[config.mk]
export PLATFORM = sky130hd
export DESIGN_NAME = trunc_div_unit
export DESIGN_NICKNAME = d
export VERILOG_FILES = /design/src/rtl/trunc_div_pkg.sv /design/src/rtl/trunc_div_abs.sv /design/src/rtl/trunc_div_core.sv /design/src/rtl/trunc_div_sign.sv /design/src/rtl/trunc_div_unit.sv
export SDC_FILE = /design/constraint.sdc
export NUM_CORES = 1
export LEC_CHECK = 0
export ABC_AREA = 1
export BUFFER_PORTS_ARGS = -buffer_cell sky130_fd_sc_hd__buf_2
export CAP_MARGIN = 0
export CORE_MARGIN = 2
export CORE_UTILIZATION = 50
export DETAILED_ROUTE_END_ITERATION = 6
export PLACE_DENSITY = 0.69
export SLEW_MARGIN = 20
export SYNTH_ARGS = -nofsm -noshare
export SYNTH_HDL_FRONTEND = slang
export SYNTH_SLANG_ARGS = --single-unit
[constraint.sdc]
create_clock -name clk -period 3.5 [get_ports clk]
set_input_delay 0.7 -clock clk [delete_from_list [all_inputs] [get_ports clk]]
set_output_delay 0.7 -clock clk [all_outputs]
set_load 0.02 [all_outputs]
[src/rtl/trunc_div_pkg.sv]
package trunc_div_pkg;

  typedef enum logic {
    DV_IDLE = 1'b0,
    DV_LOOP = 1'b1
  } dv_state_e;

  localparam int unsigned DV_NUM_OPS = 2;

endpackage

[src/rtl/trunc_div_abs.sv]
module trunc_div_abs #(
  parameter int unsigned W = 32
) (
  input  logic [W-1:0] val_i,
  output logic [W-1:0] mag_o,
  output logic         neg_o
);

  always_comb begin
    neg_o = val_i[W-1];
    if (neg_o) begin
      mag_o = (~val_i) + {{(W-1){1'b0}}, 1'b1};
    end else begin
      mag_o = val_i;
    end
  end

endmodule

[src/rtl/trunc_div_core.sv]
module trunc_div_core #(
  parameter int unsigned W = 32
) (
  input  logic         clk,
  input  logic         rst_n,
  input  logic         load_i,
  input  logic         run_i,
  input  logic [W-1:0] nmag_i,
  input  logic [W-1:0] dmag_i,
  output logic         last_o,
  output logic [W-1:0] qmag_nxt_o
);

  localparam int unsigned CW = (W > 1) ? $clog2(W) : 1;
  localparam logic [CW-1:0] LAST_CNT = CW'(W - 1);

  logic [W-1:0]  rem_q, rem_d;
  logic [W-1:0]  quo_q, quo_d;
  logic [W-1:0]  dsr_q, dsr_d;
  logic [CW-1:0] cnt_q, cnt_d;
  logic          reg_en;

  logic [W:0]    shifted;
  logic          fits;
  logic [W-1:0]  rem_step;
  logic [W-1:0]  quo_step;

  // one restoring step: shift in next dividend bit, subtract if it fits
  always_comb begin
    shifted  = {rem_q, quo_q[W-1]};
    fits     = (shifted >= {1'b0, dsr_q});
    rem_step = fits ? (shifted[W-1:0] - dsr_q) : shifted[W-1:0];
    quo_step = {quo_q[W-2:0], fits};
  end

  always_comb begin
    rem_d  = rem_q;
    quo_d  = quo_q;
    dsr_d  = dsr_q;
    cnt_d  = cnt_q;
    reg_en = 1'b0;
    if (load_i) begin
      reg_en = 1'b1;
      rem_d  = '0;
      quo_d  = nmag_i;
      dsr_d  = dmag_i;
      cnt_d  = '0;
    end else if (run_i) begin
      reg_en = 1'b1;
      rem_d  = rem_step;
      quo_d  = quo_step;
      cnt_d  = cnt_q + 1'b1;
    end
  end

  always_ff @(posedge clk or negedge rst_n) begin
    if (!rst_n) begin
      rem_q <= '0;
      quo_q <= '0;
      dsr_q <= '0;
      cnt_q <= '0;
    end else if (reg_en) begin
      rem_q <= rem_d;
      quo_q <= quo_d;
      dsr_q <= dsr_d;
      cnt_q <= cnt_d;
    end
  end

  assign last_o     = run_i && (cnt_q == LAST_CNT);
  assign qmag_nxt_o = quo_step;

endmodule

[src/rtl/trunc_div_sign.sv]
module trunc_div_sign #(
  parameter int unsigned W = 32
) (
  input  logic [W-1:0] mag_i,
  input  logic         neg_i,
  output logic [W-1:0] val_o
);

  always_comb begin
    if (neg_i) begin
      val_o = (~mag_i) + {{(W-1){1'b0}}, 1'b1};
    end else begin
      val_o = mag_i;
    end
  end

endmodule

[src/rtl/trunc_div_unit.sv]
module trunc_div_unit
  import trunc_div_pkg::*;
#(
  parameter int unsigned W = 32
) (
  input  logic         clk,
  input  logic         rst_n,
  input  logic         start_i,
  input  logic [W-1:0] dividend_i,
  input  logic [W-1:0] divisor_i,
  output logic         busy_o,
  output logic         done_o,
  output logic [W-1:0] quot_o
);

  dv_state_e    state_q, state_d;
  logic         sign_q, sign_d;
  logic [W-1:0] quot_q, quot_d;
  logic         done_q, done_d;
  logic         quot_en;
  logic         sign_en;

  logic [W-1:0] op_raw [DV_NUM_OPS];
  logic [W-1:0] op_mag [DV_NUM_OPS];
  logic         op_neg [DV_NUM_OPS];

  logic         accept;
  logic         dsr_zero;
  logic         core_load;
  logic         core_run;
  logic         core_last;
  logic [W-1:0] qmag_nxt;
  logic [W-1:0] q_signed;

  assign op_raw[0] = dividend_i;
  assign op_raw[1] = divisor_i;

  for (genvar g = 0; g < DV_NUM_OPS; g++) begin : g_mag
    trunc_div_abs #(.W(W)) u_abs (
      .val_i (op_raw[g]),
      .mag_o (op_mag[g]),
      .neg_o (op_neg[g])
    );
  end

  assign accept    = start_i && (state_q == DV_IDLE);
  assign dsr_zero  = (divisor_i == '0);
  assign core_load = accept && !dsr_zero;
  assign core_run  = (state_q == DV_LOOP);

  trunc_div_core #(.W(W)) u_core (
    .clk        (clk),
    .rst_n      (rst_n),
    .load_i     (core_load),
    .run_i      (core_run),
    .nmag_i     (op_mag[0]),
    .dmag_i     (op_mag[1]),
    .last_o     (core_last),
    .qmag_nxt_o (qmag_nxt)
  );

  trunc_div_sign #(.W(W)) u_sign (
    .mag_i (qmag_nxt),
    .neg_i (sign_q),
    .val_o (q_signed)
  );

  always_comb begin
    state_d = state_q;
    sign_d  = sign_q;
    sign_en = 1'b0;
    quot_d  = quot_q;
    quot_en = 1'b0;
    done_d  = 1'b0;
    unique case (state_q)
      DV_IDLE: begin
        if (accept) begin
          if (dsr_zero) begin
            quot_en = 1'b1;
            quot_d  = '0;
            done_d  = 1'b1;
          end else begin
            sign_en = 1'b1;
            sign_d  = op_neg[0] ^ op_neg[1];
            state_d = DV_LOOP;
          end
        end
      end
      DV_LOOP: begin
        if (core_last) begin
          quot_en = 1'b1;
          quot_d  = q_signed;
          done_d  = 1'b1;
          state_d = DV_IDLE;
        end
      end
      default: state_d = DV_IDLE;
    endcase
  end

  always_ff @(posedge clk or negedge rst_n) begin
    if (!rst_n) begin
      state_q <= DV_IDLE;
      done_q  <= 1'b0;
    end else begin
      state_q <= state_d;
      done_q  <= done_d;
    end
  end

  always_ff @(posedge clk or negedge rst_n) begin
    if (!rst_n) begin
      sign_q <= 1'b0;
    end else if (sign_en) begin
      sign_q <= sign_d;
    end
  end

  always_ff @(posedge clk or negedge rst_n) begin
    if (!rst_n) begin
      quot_q <= '0;
    end else if (quot_en) begin
      quot_q <= quot_d;
    end
  end

  assign busy_o = (state_q == DV_LOOP);
  assign done_o = done_q;
  assign quot_o = quot_q;

endmodule

# Word-level counts from Yosys, hierarchy flattened
# Cells that the tools add are included.
[word_totals]
word_cells = 59
out_inout_bits = 34
ff_bits = 136
in_bits = 67
[op_classes]
eq_ne = 4
n_mux = 25
add_sub_neg = 5
reduce_logical = 10
n_lt_le_gt_ge = 1
bitwise = 6
[op_table]
columns = ["operator", "n"]
rows = [
  ["two-way mux 32 bit", 11],
  ["adder 32 x 1 -> 32 bit (second input constant)", 3],
  ["inverter 32 bit", 3],
  ["case mux 32 bit (2 select lines)", 1],
  ["greater-or-equal comparator 33 x 32 -> 1 bit", 1],
  ["logical NOT 32 bit", 1],
  ["subtractor 32 bit", 1],
  ["two-way mux 5 bit", 2],
  ["two-way mux 1 bit", 9],
  ["AND reduction 4 bit", 2],
  ["adder 5 x 1 -> 5 bit (second input constant)", 1],
  ["== test 5 bit (second input constant)", 1],
  ["inequality test 2 bit (second input constant)", 2],
  ["case mux 1 bit (2 select lines)", 2],
  ["AND reduction 2 bit", 2],
  ["logical AND 1 bit", 3],
  ["inequality test 2 x 1 -> 1 bit (second input constant)", 1],
  ["inverter 1 bit", 2],
  ["nonzero test 2 bit", 1],
  ["logical NOT 1 bit", 1],
  ["XOR 1 bit", 1],
]

# Longest topological paths before layout
# Gate-level depths: netlist (run 1).
[depth]
word_depth = 6
depth_mapped = 24
mapped_depth_nobuf = 23

# By module
# A second synthesis (run 1) with hierarchy kept.
[unflattened]
cells_unflattened = 1965
area_unflattened_um2 = 12587.1
[modules_own_cells]
columns = ["module", "area_each_um2", "seq_area_each_um2", "cells_each", "instances"]
rows = [
  ["trunc_div_core", 7495.9, 2527.4, 1047, 1],
  ["trunc_div_abs", 1046.0, 0.0, 219, 2],
  ["trunc_div_unit", 1890.6, 875.8, 253, 1],
  ["trunc_div_sign", 1108.6, 0.0, 227, 1],
]

# Worst setup path after synthesis (run 1)
# No wires, ideal clock.
[synth_timing]
path_type = "reg2reg"
startpoint = "reg u_core.rem_q[11]"
endpoint = "reg quot_q[26], in the netlist quot_o[26]"
path_buffers = 1
setup_time_ns = 0.135
path_slack_ns = 0.620
period_less_slack_ns = 2.880
required_ns = 3.365
path_stages_with_launch = 20
arrival_ns = 2.745
cell_sequence = "dfrtp_1 ha_1 a21oi_1 nand2_1 a21oi_1 nand3_2 nand2_2 nand2_4 inv_2 buf_6 ha_1 nand3_1 nor2_1 nand4_1 nor2_2 nand2_1 nand2_1 o21ai_0 xnor2_1 o21ai_0"
[synth_via]
elab_chain_len = 6
[synth_lines]
columns = ["item", "line_no", "source"]
rows = [
  ["start, declared", "trunc_div_core.sv:17", "logic [W-1:0] rem_q, rem_d;"],
  ["start signal, assigned", "trunc_div_core.sv:63", "rem_q <= rem_d;"],
  ["greater-or-equal comparator 33 x 32 -> 1 bit", "trunc_div_core.sv:31", "fits = (shifted >= {1'b0, dsr_q});"],
  ["inverter 32 bit", "trunc_div_sign.sv:11", "val_o = (~mag_i) + {{(W-1){1'b0}}, 1'b1};"],
  ["adder 32 x 1 -> 32 bit", "trunc_div_sign.sv:11", ""],
  ["two-way mux 32 bit", "trunc_div_sign.sv:10", "if (neg_i) begin"],
  ["two-way mux 32 bit", "trunc_div_unit.sv:90", "if (core_last) begin"],
  ["case mux 32 bit (2 select lines)", "trunc_div_unit.sv:75", "unique case (state_q)"],
  ["end signal, assigned", "trunc_div_unit.sv:123", "quot_q <= quot_d;"],
  ["end, declared", "trunc_div_unit.sv:18", "logic [W-1:0] quot_q, quot_d;"],
]
# No other way between the ends. The select of a mux whose other input is x is not followed.
# A chain may end at the register's enable or synchronous reset.

# Final worst setup path (run 1)
[layout_timing]
startpoint = "reg u_core.rem_q[11]"
endpoint = "reg quot_q[24], in the netlist quot_o[24]"
# The elaborated chain is that of the path after synthesis.

==> reports/qor.yml, run 1 <==
grt:
  antenna_found_initial: 0
  globalRouteOverflowTotal: 0
  grt_usage_pct: 27.8
  grt_max_degree: 96
  grt_first_pass_wirelength_um: 44900
  grt_pass1_vias: 8595
placed_design:
  hpwl_um: 21100
  port_buffers: 100
  place_ws_ns: 0.361
  gp_congestion: 0.962
logic_synthesis:
  netlist_instances: 1408
  synthFlopType: "dfrtp_1"
  synthArstFlopShare_pct: 100
  synth_fp_nets: 1513
  synth_top_area_share_pct: 34.6
  synth-edff-count: 0
  synthTopCellsByArea: "dfrtp_1 (35%), nand2_1 (14%), inv_1 (5.8%), nor2_1 (5.2%), xor2_1 (5.1%)"
  ys_ff_latch: 136
  synth_top_area_cell: "dfrtp_1"
  synth_seq_area_share_pct: 34.6
  ys_warn_count: 0
  syn_area_sq_um: 9840
  synth.distinct_cells: 46
  syn_area_per_cell_sq_um: 6.99
critical_path:
  critPathLaunchType: "flop"
  worst-path-max-fanout: 5
  reg2reg_slack_ns: 0.29
  rr_startpoint: "u_core.rem_q[11]"
  required_ns: 3.82
  ff2ff_path_depth: 18
  end_kind: "flop"
  worstReg2RegEnd: "quot_o[24]"
  worstPathArrival_ns: 3.53
  crit_type: "flop to flop"
power_and_ir_drop:
  switching_share_pct: 49.2
  p_switching_mw: 5.89
  seqPwrFrac_pct: 25.9
  leakage_nw: 5.41
  powerDensity_nw_per_um2: 1080
  p_comb_share_pct: 59.5
  p_int_mw: 6.08
  p_clk_share_pct: 14.6
  vdd_drop_max_uv: 436
floorplanning:
  dieArea_sq_um: 20800
  std_cell_rows: 51
  die_w_um: 144
  core-area_sq_um: 19400
  start_util_pct: 50.7
  fp.dieH_um: 144
  pin_count: 101
finish:
  fillers: 1940
  nets: 1595
  drive_above_1_share_pct: 11.1
  diodes: 0
  synthToLayoutAreaGrowth_pct: 13.1
clocking:
  htreeDepth: 4
  cts_resized: 0
  clock_sinks: 136
  clock_latency_ns: 0.43
  clkSlewWorstSetupHoldPaths_ns: 0.06
  cts_buffers: 17
  cts-hold-fix-buffers: 0
  root_buffer: "clkbuf_16"
  postCtsSetupBuffers: 0
  cts_max_path_buffers: 2
  cts_tree: "done"
sta:
  fin_setup_tns_ns: 0
  setup_viol: 0
  fin_crit_sh_pct: 91.8
  clock_skew_ns: 0.0103
  tightest_slew_ns: 0.912
  fmax_mhz: 311
  finalWorstSetupSlack_ns: 0.287
  drv_slew: 0
  hold_violations: 0
  rsz0062_at_grt: "no"
  layout_min_cycle_time_ns: 3.21
  relSlewSlack_pct: 39.2
flow_run:
  cap_violations: 0
route:
  dr.pass1.iters: 5
  final_antenna_net_count: 0
  drtIter0Drc: 781
  vias: 9789
  wl_per_cell_um: 16.0
  via_per_inst: 5.54
  wl_um: 28300
  route.detailed.drc: 0
min_path:
  min-delay-path-class: "input port to async pin"
run_status:
  status: "finished clean"
-- layout by cell type, fill, tap and decap left out, types with 7 or more instances in the layout --
cell type  instances
o21ai_0           82
nand4_1           12
o21ai_1           32
buf_2             99
buf_4             12
o31ai_1            7
o21bai_1           7
o22ai_1           14
nor2_1           136
dfrtp_1          136
inv_1            153
o221ai_1          12
a21oi_1           78
xor2_1            57
nand3_1           98
clkbuf_16         17
o211ai_1          15
nand2_1          363
inv_2              7
xnor2_1           26
nand3b_1           7
nor4_1            11
nor3_1            22
ha_1              37
a21o_1            10
-- worst max-delay path, cell delays in order, from the launching register on --
cell and delay (ns):
dfrtp_1 0.40, ha_1 0.37, nand2_1 0.13, inv_1 0.05
nand2_1 0.08, nand2_1 0.05, a21oi_1 0.19, nand3_2 0.16
nand2_2 0.13, nand2_4 0.06, inv_2 0.05, ha_1 0.15
nand3_1 0.13, nor2_2 0.19, nand4_1 0.17, nor2_2 0.18
a21oi_1 0.17, o21a_1 0.22, o31ai_1 0.23
-- metal layers --
metal,track usage [%],up-vias,share of wire [%]
met2,38.1,371,40
met3,5.89,28,8.3
met5,0,-,0
met4,6.75,0,1.3
li1,-,4820,-
met1,44.2,4570,50
-- power by group through the flow --
stage,combinational (mW),clock [mW],sequential [mW]
CTS,7.04,1.76,3.07
floorplan,5.22,0,3.08
finish,7.13,1.75,3.10
global placement,6.92,0,3.05
global route,8.04,1.84,3.19
detailed placement,6.97,0,3.08
-- how the worst max path moves through the flow --
stage,cells past startpoint,slack (ns),startpoint,to
floorplan,19,0.62,u_core.rem_q[11],quot_o[26]
global placement,19,0.46,u_core.dsr_q[12],quot_o[26]
detailed placement,18,0.36,u_core.rem_q[11],quot_o[26]
CTS,16,0.27,u_core.rem_q[11],quot_o[24]
global route,19,0.02,u_core.dsr_q[12],quot_o[24]
finish,18,0.29,u_core.rem_q[11],quot_o[24]
-- kinds of logic after synthesis --
family          after synthesis  share of synthesized area (%)
flops                       136                           34.6
fa+ha+maj                    38                           4.91
xor+xnor                     83                           7.39
compound gates              271                           15.8
simple gates                668                           28.7
buf+inv                     212                           8.62
-- cells in the mapped netlist (all sizes together) (2+ instances only) --
library cell  instances
nor3                 25
nand4                12
inv                 160
a21o                 10
o21ai               114
and3                  2
dfrtp               136
xnor2                26
xor2                 57
ha                   37
o22ai                14
o21bai                7
o221ai               12
a31oi                 5
nand3               100
nand2               366
nand3b                7
o31ai                 7
a21oi                80
buf                  26
nor4                 11
o211ai               15
nor2                142
clkbuf               25
o21a                  2
or2                   3
a22o                  2
-- through the flow --
step	utilization [%]	hold WS, ns	power (mW)	area, sq um	cells
after floorplan	-	0.404	8.30	9840	1408
after global placement	54.5	0.459	9.97	10600	1736
after detailed placement	54.5	0.461	10.1	10600	1736
after CTS	57.3	0.398	11.9	11100	1767
after global routing	57.4	0.431	13.1	11100	1767
final	57.4	0.308	12.0	11100	1767
-- registers in the layout (all words and copies together), names as in the netlist --
signal,cells
quot_o,32
u_core.dsr_q,32
u_core.quo_q,32
u_core.rem_q,32
u_core.cnt_q,5
busy_o,1
done_o,1
sign_q,1
-- layout make-up --
class	instances	area (sq um)	area share [%]
flip-flops and latches	136	3400	30.6
inverters	161	604	5.43
clock inverters	11	124	1.11
repair buffers	114	637	5.72
clock buffers	20	437	3.92
well taps	265	332	2.98
multi-input cells	1060	5590	50.3
No activity file was read; power rests on OpenSTA's default activity.
==> run 2: changes to the inputs <==
--- a/config.mk
+++ b/config.mk
@@ -9,9 +9,8 @@
 export BUFFER_PORTS_ARGS = -buffer_cell sky130_fd_sc_hd__buf_2
 export CAP_MARGIN = 0
 export CORE_MARGIN = 2
-export CORE_UTILIZATION = 50
+export CORE_UTILIZATION = 44
 export DETAILED_ROUTE_END_ITERATION = 6
-export PLACE_DENSITY = 0.69
 export SLEW_MARGIN = 20
 export SYNTH_ARGS = -nofsm -noshare
 export SYNTH_HDL_FRONTEND = slang
==> run 2 against run 1 <==
Against the previous run:
- hold slack lost 0.025 ns
- critical path depth shrank 1
- clock skew grew 0.00099 ns
- sequential share of layout area shrank 0.12 points
- worst setup slack gained 0.028 ns
- fmax grew 0.89%
- cell count grew 1.0%
- non-clock buffer count grew 2
- critical endpoint unchanged
- combinational power shrank 0.8%
- flip-flop and latch count is the same
- cell area grew 0.38%
==> reports/qor.yml, run 2 (synthesized netlist as in run 1, its figures left out) <==
run_status:
  status: "finished clean"
critical_path:
  rr_startpoint: "u_core.dsr_q[12]"
  critPathLaunchType: "flop"
  crit_type: "flop to flop"
  path_cells: "inv_1, ha_1, a21oi_1, nand2_1, a21oi_1, nand3_2, nand2_2, nand2_4, inv_2, ha_1, nand3_1, nor2_2, nand4_1, nor2_2, a21oi_1, o21a_1, o31ai_1"
  worstPathArrival_ns: 3.52
  startpoint: "u_core.dsr_q[12]"
  crit_top_cell: "a21oi_1"
  timing.critical_path.slowest_cell_delay_ns: 0.37
  worst-path-max-fanout: 5
  cpMaxStageDelayCell: "ha_1"
  end_kind: "flop"
  worstReg2RegEnd: "quot_o[24]"
  ff2ff_path_depth: 17
  required_ns: 3.83
  reg2reg_slack_ns: 0.32
floorplanning:
  die_w_um: 154
  dieArea_sq_um: 23600
  start_util_pct: 44.9
  fp.dieH_um: 154
  pin_count: 101
  core-area_sq_um: 21900
  std_cell_rows: 54
finish:
  diodes: 0
  seqCellArea_sq_um: 3400
  nets: 1597
  layout_common_cells: "nand2_1 (363), inv_1 (153), nor2_1 (136), dfrtp_1 (136), buf_2 (99)"
  drive_above_1_share_pct: 11.4
  postLayoutCellArea_sq_um: 11200
  fillers: 2254
  multi_input_comb_area_sq_um: 5590
  synthToLayoutAreaGrowth_pct: 13.6
  mostFrequentLayoutCell: "nand2_1"
clocking:
  clock_latency_ns: 0.43
  clkSlewWorstSetupHoldPaths_ns: 0.07
  cts-hold-fix-buffers: 0
  root_buffer: "clkbuf_16"
  cts_tree: "done"
  cts_max_path_buffers: 2
  postCtsSetupBuffers: 0
  htreeDepth: 4
  clock_sinks: 136
  cts_buffers: 17
  cts_resized: 0
route:
  drtIter0Drc: 771
  route.detailed.drc: 0
  final_antenna_net_count: 0
  wl_per_cell_um: 16.0
  via_per_inst: 5.36
  vias: 9569
  wl_um: 28600
  dr.pass1.iters: 5
power_and_ir_drop:
  powerDensity_nw_per_um2: 1080
  vdd_drop_max_uv: 487
  finalPower_mw: 12.0
  leakage_nw: 5.43
sta:
  drv_slew: 0
  setup_viol: 0
  clock_skew_ns: 0.0113
  layout_min_cycle_time_ns: 3.18
  fin_crit_sh_pct: 91.0
  fmax_mhz: 314
  hold_slack_ns: 0.284
  tightest_slew_ns: 0.710
  relSlewSlack_pct: 52.7
  hold_violations: 0
grt:
  grt_max_degree: 70
  grt_usage_pct: 24.8
  grt_pass1_vias: 8786
  grt_first_pass_wirelength_um: 46900
  globalRouteOverflowTotal: 0
  antenna_found_initial: 0
placed_design:
  dpl_cell_area_sq_um: 10600
  gp_congestion: 0.957
  hpwl_um: 21800
  port_buffers: 100
min_path:
  min-delay-path-class: "input port to async pin"
flow_run:
  cap_violations: 0
[run 2: worst max-delay path by stage]
| stage | end | slack (ns) |
|---|---|---|
| after floorplan | quot_o[26] | 0.62 |
| after global placement | quot_o[24] | 0.42 |
| after detailed placement | quot_o[28] | 0.37 |
| after CTS | quot_o[24] | 0.35 |
| after global routing | quot_o[28] | -0.002 |
| final | quot_o[24] | 0.32 |
[run 2: worst max-delay path: cells and delay by family, from the launching register on]
| kind | cells | cell delay [ns] |
|---|---|---|
| AO/OA/AOI/OAI | 5 | 1.00 |
| adder cells (fa/ha/maj) | 2 | 0.52 |
| buffers and inverters | 2 | 0.12 |
| flip-flops | 1 | 0.35 |
| AND/OR/NAND/NOR | 8 | 1.10 |
[run 2: power breakdown]
part	switching [mW]	internal (mW)
logic	4.44	2.63
registers	0.718	2.39
clock network	0.740	1.10
total	5.90	6.12
[run 2: area by class of cell]
| type | count | area share, % |
|---|---|---|
| Multi-Input combinational cell | 1060 | 50.0 |
| Clock inverter | 12 | 1.27 |
| Sequential cell | 136 | 30.5 |
| Tap cell | 280 | 3.14 |
| Clock buffer | 20 | 4.09 |
| Timing Repair Buffer | 116 | 5.61 |
| Inverter | 161 | 5.41 |
[run 2: layer usage]
layer	track usage [%]	routed length, um	vias to the layer above	part of all wire, %
met5	0	0	-	0
met2	33.4	11200	305	39
li1	-	-	4789	-
met1	41.1	15300	4459	54
met3	4.26	1890	16	6.6
met4	4.37	223	0	0.78
[run 2: per-stage QoR]
step	TNS (ns)	cells	utilization (%)	setup WS, ns
after floorplan	0	1408	-	0.620
after global placement	0	1753	48.3	0.420
after detailed placement	0	1753	48.3	0.374
after CTS	0	1785	51.0	0.350
after global routing	-0.00234	1785	51.0	-0.00234
final	0	1785	51.0	0.315
